==> src/rtl/xrs_pkg.sv <==
package xrs_pkg;

  localparam int LAMP_W  = 2;
  localparam int PHASE_W = 2;

  localparam logic [LAMP_W-1:0] LAMP_GREEN = 2'b00;
  localparam logic [LAMP_W-1:0] LAMP_AMBER = 2'b01;
  localparam logic [LAMP_W-1:0] LAMP_RED   = 2'b10;

  typedef enum logic [PHASE_W-1:0] {
    PH_A_GO   = 2'b00,
    PH_A_WARN = 2'b01,
    PH_B_GO   = 2'b10,
    PH_B_WARN = 2'b11
  } phase_t;

  typedef enum logic {
    MD_NORMAL = 1'b0,
    MD_PARADE = 1'b1
  } mode_t;

  function automatic mode_t mode_next(mode_t cur, logic req, logic rel);
    if (rel)      return MD_NORMAL;
    else if (req) return MD_PARADE;
    else          return cur;
  endfunction

  function automatic phase_t phase_next(phase_t cur, logic sa, logic sb, logic parade);
    case (cur)
      PH_A_GO:   return (!sa || parade) ? PH_A_WARN : PH_A_GO;
      PH_A_WARN: return PH_B_GO;
      PH_B_GO:   return (sb || parade) ? PH_B_GO : PH_B_WARN;
      default:   return PH_A_GO;
    endcase
  endfunction

  // Road A: red in the B half of the cycle, amber only in A-warn.
  function automatic logic [LAMP_W-1:0] lamp_for_a(phase_t ph);
    logic [PHASE_W-1:0] s;
    s = ph;
    return {s[1], ~s[1] & s[0]};
  endfunction

  // Road B: red in the A half of the cycle, amber only in B-warn.
  function automatic logic [LAMP_W-1:0] lamp_for_b(phase_t ph);
    logic [PHASE_W-1:0] s;
    s = ph;
    return {~s[1], s[1] & s[0]};
  endfunction

endpackage

==> src/rtl/xrs_mode_fsm.sv <==
module xrs_mode_fsm
  import xrs_pkg::*;
(
  input  logic clk,
  input  logic rst,
  input  logic req,
  input  logic rel,
  output logic parade_on
);

  mode_t mode_q;
  mode_t mode_d;

  always_comb mode_d = mode_next(mode_q, req, rel);

  always_ff @(posedge clk) begin
    if (rst) mode_q <= MD_NORMAL;
    else     mode_q <= mode_d;
  end

  assign parade_on = (mode_q == MD_PARADE);

  AST_RELEASE_WINS: assert property (@(posedge clk) disable iff (rst)
    rel |=> !parade_on);
  AST_REQUEST_ENTERS: assert property (@(posedge clk) disable iff (rst)
    (req && !rel) |=> parade_on);
  AST_MODE_STICKY: assert property (@(posedge clk) disable iff (rst)
    (!req && !rel) |=> (parade_on == $past(parade_on)));

endmodule

==> src/rtl/xrs_light_fsm.sv <==
module xrs_light_fsm
  import xrs_pkg::*;
(
  input  logic   clk,
  input  logic   rst,
  input  logic   sense_a,
  input  logic   sense_b,
  input  logic   parade_on,
  output phase_t phase
);

  phase_t phase_q;
  phase_t phase_d;

  // Named events for the checks below.
  logic in_a_go, in_b_go, a_go_hold, b_go_hold;
  assign in_a_go   = (phase_q == PH_A_GO);
  assign in_b_go   = (phase_q == PH_B_GO);
  assign a_go_hold = in_a_go && sense_a && !parade_on;
  assign b_go_hold = in_b_go && (sense_b || parade_on);

  always_comb phase_d = phase_next(phase_q, sense_a, sense_b, parade_on);

  always_ff @(posedge clk) begin
    if (rst) phase_q <= PH_A_GO;
    else     phase_q <= phase_d;
  end

  assign phase = phase_q;

  AST_A_GO_HOLD: assert property (@(posedge clk) disable iff (rst)
    a_go_hold |=> (phase_q == PH_A_GO));
  AST_A_GO_LEAVE: assert property (@(posedge clk) disable iff (rst)
    (in_a_go && !a_go_hold) |=> (phase_q == PH_A_WARN));
  AST_A_WARN_STEP: assert property (@(posedge clk) disable iff (rst)
    (phase_q == PH_A_WARN) |=> (phase_q == PH_B_GO));
  AST_B_GO_HOLD: assert property (@(posedge clk) disable iff (rst)
    b_go_hold |=> (phase_q == PH_B_GO));
  AST_B_GO_LEAVE: assert property (@(posedge clk) disable iff (rst)
    (in_b_go && !b_go_hold) |=> (phase_q == PH_B_WARN));
  AST_B_WARN_STEP: assert property (@(posedge clk) disable iff (rst)
    (phase_q == PH_B_WARN) |=> (phase_q == PH_A_GO));

endmodule

==> src/rtl/xrs_lamp_decode.sv <==
module xrs_lamp_decode
  import xrs_pkg::*;
(
  input  phase_t              phase,
  output logic [LAMP_W-1:0]   lamp_a,
  output logic [LAMP_W-1:0]   lamp_b
);

  assign lamp_a = lamp_for_a(phase);
  assign lamp_b = lamp_for_b(phase);

  always_comb begin
    AST_NO_CODE_11: assert (lamp_a != 2'b11 && lamp_b != 2'b11);
  end

endmodule

==> src/rtl/xroad_signal_ctrl.sv <==
module xroad_signal_ctrl
  import xrs_pkg::*;
(
  input  logic              clk,
  input  logic              rst,
  input  logic              sense_a,
  input  logic              sense_b,
  input  logic              parade_req,
  input  logic              parade_end,
  output logic [1:0]        lamp_a,
  output logic [1:0]        lamp_b
);

  logic   parade_on;
  phase_t phase;

  xrs_mode_fsm u_mode (
    .clk       (clk),
    .rst       (rst),
    .req       (parade_req),
    .rel       (parade_end),
    .parade_on (parade_on)
  );

  xrs_light_fsm u_light (
    .clk       (clk),
    .rst       (rst),
    .sense_a   (sense_a),
    .sense_b   (sense_b),
    .parade_on (parade_on),
    .phase     (phase)
  );

  xrs_lamp_decode u_decode (
    .phase  (phase),
    .lamp_a (lamp_a),
    .lamp_b (lamp_b)
  );

  logic both_open;
  assign both_open = (lamp_a != LAMP_RED) && (lamp_b != LAMP_RED);

  AST_ONE_ROAD_OPEN: assert property (@(posedge clk) disable iff (rst)
    !both_open);
  AST_RESET_A_GREEN: assert property (@(posedge clk)
    rst |=> (lamp_a == LAMP_GREEN && lamp_b == LAMP_RED));

endmodule

==> config.mk <==
export PLATFORM = sky130hd
export DESIGN_NAME = xroad_signal_ctrl
export DESIGN_NICKNAME = d
export VERILOG_FILES = /design/src/rtl/xrs_pkg.sv /design/src/rtl/xrs_mode_fsm.sv /design/src/rtl/xrs_light_fsm.sv /design/src/rtl/xrs_lamp_decode.sv /design/src/rtl/xroad_signal_ctrl.sv
export SDC_FILE = /design/constraint.sdc
export NUM_CORES = 1
export LEC_CHECK = 0
export CORE_AREA = 8 8 45 47
export DETAILED_ROUTE_END_ITERATION = 16
export DIE_AREA = 0 0 53 55
export DONT_BUFFER_PORTS = 1
export PLACE_DENSITY = 0.38
export SYNTH_ARGS = -nofsm -noshare
export SYNTH_HDL_FRONTEND = slang
export SYNTH_SLANG_ARGS = --single-unit
==> constraint.sdc <==
create_clock -name clk -period 1.3 [get_ports clk]
set_input_delay 0 -clock clk [delete_from_list [all_inputs] [get_ports clk]]
set_output_delay 0 -clock clk [all_outputs]
set_load 0.03 [all_outputs]
* Yosys cells after proc, flatten, opt, wreduce, memory -nomap -nowiden
Index checks and enable logic that the tools add are counted.
** Word-level totals
- Bits of input ports :: 6
- Logic and storage cells :: 15
- Output and inout port bits :: 4
- Register bits :: 3
** Cells by class
- Bitwise logic cells :: 3
- Reduce and logical (&&, ||, !) cells :: 5
- Muxes and demuxes :: 3
- Equality and inequality tests :: 2
** Operators by type and width (count)
- one-hot mux 2 bit (3 select lines) :: 1
- bitwise AND 1 bit :: 2
- == test 2 x 1 -> 1 bit, second input constant :: 1
- == test 2 bit, second input constant :: 1
- zero test 2 bit :: 1
- logical OR 1 bit :: 2
- two-way mux 1 bit :: 2
- OR reduction 2 bit :: 1
- zero test 1 bit :: 1
- inverter 1 bit :: 1

* Logic depth before layout (Yosys ltp)
- Word-level depth :: 4
- Depth in mapped cells :: 5
- Depth with buffers taken out :: 5

* Cells and area by module
From an unflattened synthesis, not the netlist that was laid out.
** Unflattened totals
- Cells, all modules :: 19
- Area, all modules :: 181.4 µm²
** By module, submodules not included
- xrs_light_fsm :: seq. area each 40.0 µm², area each 123.9 µm², times used 1, cells each 12
- xrs_mode_fsm :: seq. area each 20.0 µm², area each 33.8 µm², times used 1, cells each 3
- xrs_lamp_decode :: seq. area each 0.0 µm², area each 23.8 µm², times used 1, cells each 4

* Worst setup path after synthesis
No wires, ideal clock.
- Path kind :: flip-flop to flip-flop
- Start point :: register u_light.phase_q[1], in the netlist u_light.phase[1]
- End point :: register u_light.phase_q[1], in the netlist u_light.phase[1]
- Required time :: 1.186 ns
- Path buffers :: 0
- Arrival time :: 0.981 ns
- Stages on the path, launching flop included :: 4
- Clock period less this slack :: 1.095 ns
- Setup time :: 0.114 ns
- Path slack :: 0.205 ns
- Cells stage by stage :: dfxtp_1 inv_1 ha_1 nor2b_1
** Between the ends
- Cells in the longest elaborated chain, start to end :: 2
- Elaborated cells between the ends (all ways) :: 4
- Those cells by class :: eq/ne (2); mux (1); reduce/logical (1)
** RTL lines
- start: declaration :: line xrs_light_fsm.sv:12 : phase_t phase_q;
- start signal: assignment :: line xrs_light_fsm.sv:26 : else phase_q <= phase_d;
- == test 2 bit (tied with other cells)
- one-hot mux 2 bit (3 select lines) * :: line xrs_pkg.sv:29 : case (cur)
- via u_light.phase_d[1] :: line xrs_light_fsm.sv:13 : phase_t phase_d;
Mark *: on every way through the listed nets, which the timed path passes. The rest lies on a longest branch.
A chain may end at the register's enable or synchronous reset.

* Worst setup path in the final report
- Start point :: register u_light.phase_q[1], in the netlist u_light.phase[1]
- End point :: output lamp_a[0]
** Between the ends
- Cells in the longest elaborated chain, start to end :: 2
** RTL lines
- inverter 1 bit :: line xrs_pkg.sv:41 : return {s[1], ~s[1] & s[0]};
- bitwise AND 1 bit :: line xrs_pkg.sv:41
- end: declaration :: line xroad_signal_ctrl.sv:10 : output logic [1:0] lamp_a,
Every way passes these cells.

==> impl_summary.md <==
STA
The top achievable clock speed is slightly above 800 MHz. The number of endpoints with negative hold slack in the final report is 0. The number of setup violations in the final report is 0. The post-route clock skew is 0.3485 ps.

The tightest slew margin relative to the limit is 0.7945. The final critical-path required period is around 1200 ps. The number of max-slew violations in the final report is 0. For the pin with the worst max-slew slack, the measured transition is between 300 and 400 ps. Dividing the final minimum period by the clock period gives 0.9303. Setup repair after global routing left no endpoint under its margin. After routing, the total negative slack on setup checks comes to 0 ps.

Clock tree
After clock tree synthesis, the clock-pin slew on the worst setup and hold paths is about 40 ps. In this run the number of H-tree levels came out at 1. Counting the buffers created by CTS gives 3. The total number of clock tree sinks is 3. TritonCTS built the clock tree. The later-pin clock latency in the skew report is between 200 and 250 ps.

In this run the deepest clock path goes through 2 buffers. The root buffer cell is sky130_fd_sc_hd__clkbuf_4.

Power
The combinational group share of total power is 0.275. The power density of the placed cells is around 1400 nW/um2. For this design the total switching power over the nets is about 0.13 mW.

The switching share of total power is 0.3261. The leakage power is around 0.13 nW. The share of total power dissipated in sequential elements is 0.303. The peak ir drop on the vdd network is 0.4566 mV. Internal power comes to 0.2645 mW. The total chip power is 0.3925 mW. The proportion of power drawn by the clock network is 0.422.

Detailed routing
The final wirelength is roughly 440 um. The via count of the routed design is about 150. The first-iteration detailed-routing DRC count is 0.

In this run the remaining antenna-violating nets after routing total 0. For this run, the detailed router's first-pass iteration total came to 1. In the routed design, unresolved DRC markers number 0. In the final routed layout, each cell accounts on average for ~10 um. The routed via count divided by cell count is about 3.6.

Global routing
The largest net degree at the start of global routing is 6. The first global-routing pass estimated 772 um of wire. The global-route met3 utilization is 0.04813. The initial antenna violation count is 0. The routing usage on met2 is 0.04688. The final global-route overflow total is 0. The via count of the first global-routing pass is ~180.

For this run, the total global-route usage over all layers was measured as 0.04151. In the global route stage, met1 resource usage came out at 0.03794. The busiest layer in global routing is met3.

Critical path
The worst path arrival time is ~1200 ps. The delay of the slowest critical-path stage is about 390 ps. The critical path class is reg -> out. The category of cells accounting for the largest share of critical-path delay is flip-flops. The startpoint of the worst register-to-register path is u_mode.parade_on. STA puts the critical path data required time at 1300 ps.

The number of buffers and inverters on the critical path is 2. The highest-delay cell along the critical path is sky130_fd_sc_hd__dfxtp_1. The maximum fanout count along the critical path is 5. The category of the worst setup path capture point is a primary output. The startpoint class of the critical path is a register. The most critical setup path has its startpoint at u_light.phase[1].

Walking the worst path, the cells encountered are inv_1 > buf_4 > ha_1.

Yosys
By count the netlist is led by sky130_fd_sc_hd__ha_1 (5), sky130_fd_sc_hd__dfxtp_1 (3), sky130_fd_sc_hd__inv_1 (2). During synthesis, Yosys emitted a total of 0 warnings. The average instance in the mapped netlist occupies between 10 and 15 um2.

Sorting the synthesized cells by area gives the leading types as sky130_fd_sc_hd__ha_1 (32%), sky130_fd_sc_hd__dfxtp_1 (31%), sky130_fd_sc_hd__nand2b_4 (7.1%). The number of distinct library cell variants in the gate-level netlist after synthesis is 11. The most used flip-flop cell after synthesis is sky130_fd_sc_hd__dfxtp_1. The net count after synthesis is 29. The largest area contributor in the netlist is sky130_fd_sc_hd__ha_1. The number of flops mapped to enable cells by yosys is 0.

The cell area after technology mapping is about 190 um2. For this run, asynchronously set or reset flops after synthesis account for 0. The share of the Yosys chip area taken by registers is 0.3097. The area share of the largest cell type after synthesis is 0.3226. The most common cell in the synthesized netlist is sky130_fd_sc_hd__ha_1. The flip-flop and latch count after synthesis is 3. The cell count after synthesis is 18.

Finish
The layout overhead on the synthesized area is 43.23%. Of the cells placed in the final design, the portion with a size suffix greater than 1 is 0.3077. In the final design database the tool counted 38 nets. The number of antenna diodes is 0. The core occupancy in the finished layout is 0.2007.

Flow run
The number of max-cap violations is 0.

Floorplanning
From left edge to right edge, the die measures 53 um. The overall die area is 2915 um2. The floorplan step set the die height to 55 um. 10 I/O pins were placed. The initial core utilization is 0.1401. The floorplan has 14 rows. The core footprint is roughly 1400 um2.

Placed design
After legalization and detailed placement, the total HPWL measured around 340 um. Buffers placed on the I/O ports in this run total 0. The placer's final routability congestion estimate is 0.6153.

Outcome
The run finished with clean final reports.

Worst hold path
The type of the worst min-delay path is in -> reg. The worst hold path begins at sense_a.
## cell type report
class | count | area (um2)
Fill cell | 159 | 1106
Clock buffer | 4 | 26.28
Inverter | 2 | 7.507
Multi-Input combinational cell | 12 | 118.9
Sequential cell | 3 | 60.06
Timing Repair Buffer | 5 | 45.04
Tap cell | 16 | 20.02
## worst reg2reg max path: stages (launching register included)
cell	delay, ps
sky130_fd_sc_hd__dfxtp_1	380
sky130_fd_sc_hd__nor2_1	70
sky130_fd_sc_hd__nor3_1	120
sky130_fd_sc_hd__dlygate4sd3_1	560
## per-layer routing
layer / vias up / routed length (um)
met5: - / 0
met4: 0 / 11
met3: 2 / 98
met2: 12 / 142
met1: 65 / 187
li1: 73 / -
## logic make-up (layout without fill, tap and decap cells)
kind of cell / Yosys count / after routing / share of synthesized area
buffers and inverters: 3 / 11 / 0.07745
flip-flops: 3 / 3 / 0.3097
AO/OA/AOI/OAI: 1 / 1 / 0.02578
AND/OR/NAND/NOR: 6 / 6 / 0.2645
adder cells (fa/ha/maj): 5 / 5 / 0.3226
## what timing repair did
action,CTS,global route
hold buffers,3,0
setup endpoints to repair,0,0
resized for setup,0,0
endpoints found under the hold margin,3,0
buffers inserted,0,0
## layout by cell type, fill, tap and decap left out, drive strengths merged
master       count
dfxtp            3
nor2             1
a21oi            1
nor2b            1
ha               5
inv              2
nor3             2
nand2b           1
dlygate4sd3      3
buf              2
clkbuf           4
nor3b            1
## final timing paths
kind                 endpoint  slack (ps)  cells past startpoint
max                 lamp_a[0]          90                      3
min          u_light.phase[0]           7                      3
max reg2reg  u_mode.parade_on         110                      3
min reg2reg  u_light.phase[0]         660                      2
## through the flow
stage          std cells  setup WS (ps)  cell area, um2  hold slack (ps)
2_1_floorplan         18          205.0           193.9            70.87
6_report              42          90.64           277.8            7.422
5_1_grt               42          3.747           277.8            27.84
4_1_cts               42          73.49           277.8            7.925
3_5_place_dp          35          208.6           221.5            72.58
3_3_place_gp          35          262.9           221.5            71.93
## registers in the layout (all words and copies together) (netlist names)
| register | cells |
|---|---|
| u_mode.parade_on | 1 |
| u_light.phase | 2 |
## power groups by stage
stage                     registers, mW  clock network, mW  logic [mW]
after floorplan                   0.116                  0      0.0843
after global placement            0.119                  0      0.0992
after detailed placement          0.121                  0       0.101
after CTS                         0.119              0.174       0.110
after global routing              0.122              0.187       0.120
final                             0.119              0.166       0.108
No activity file was read; power rests on OpenSTA's default activity.
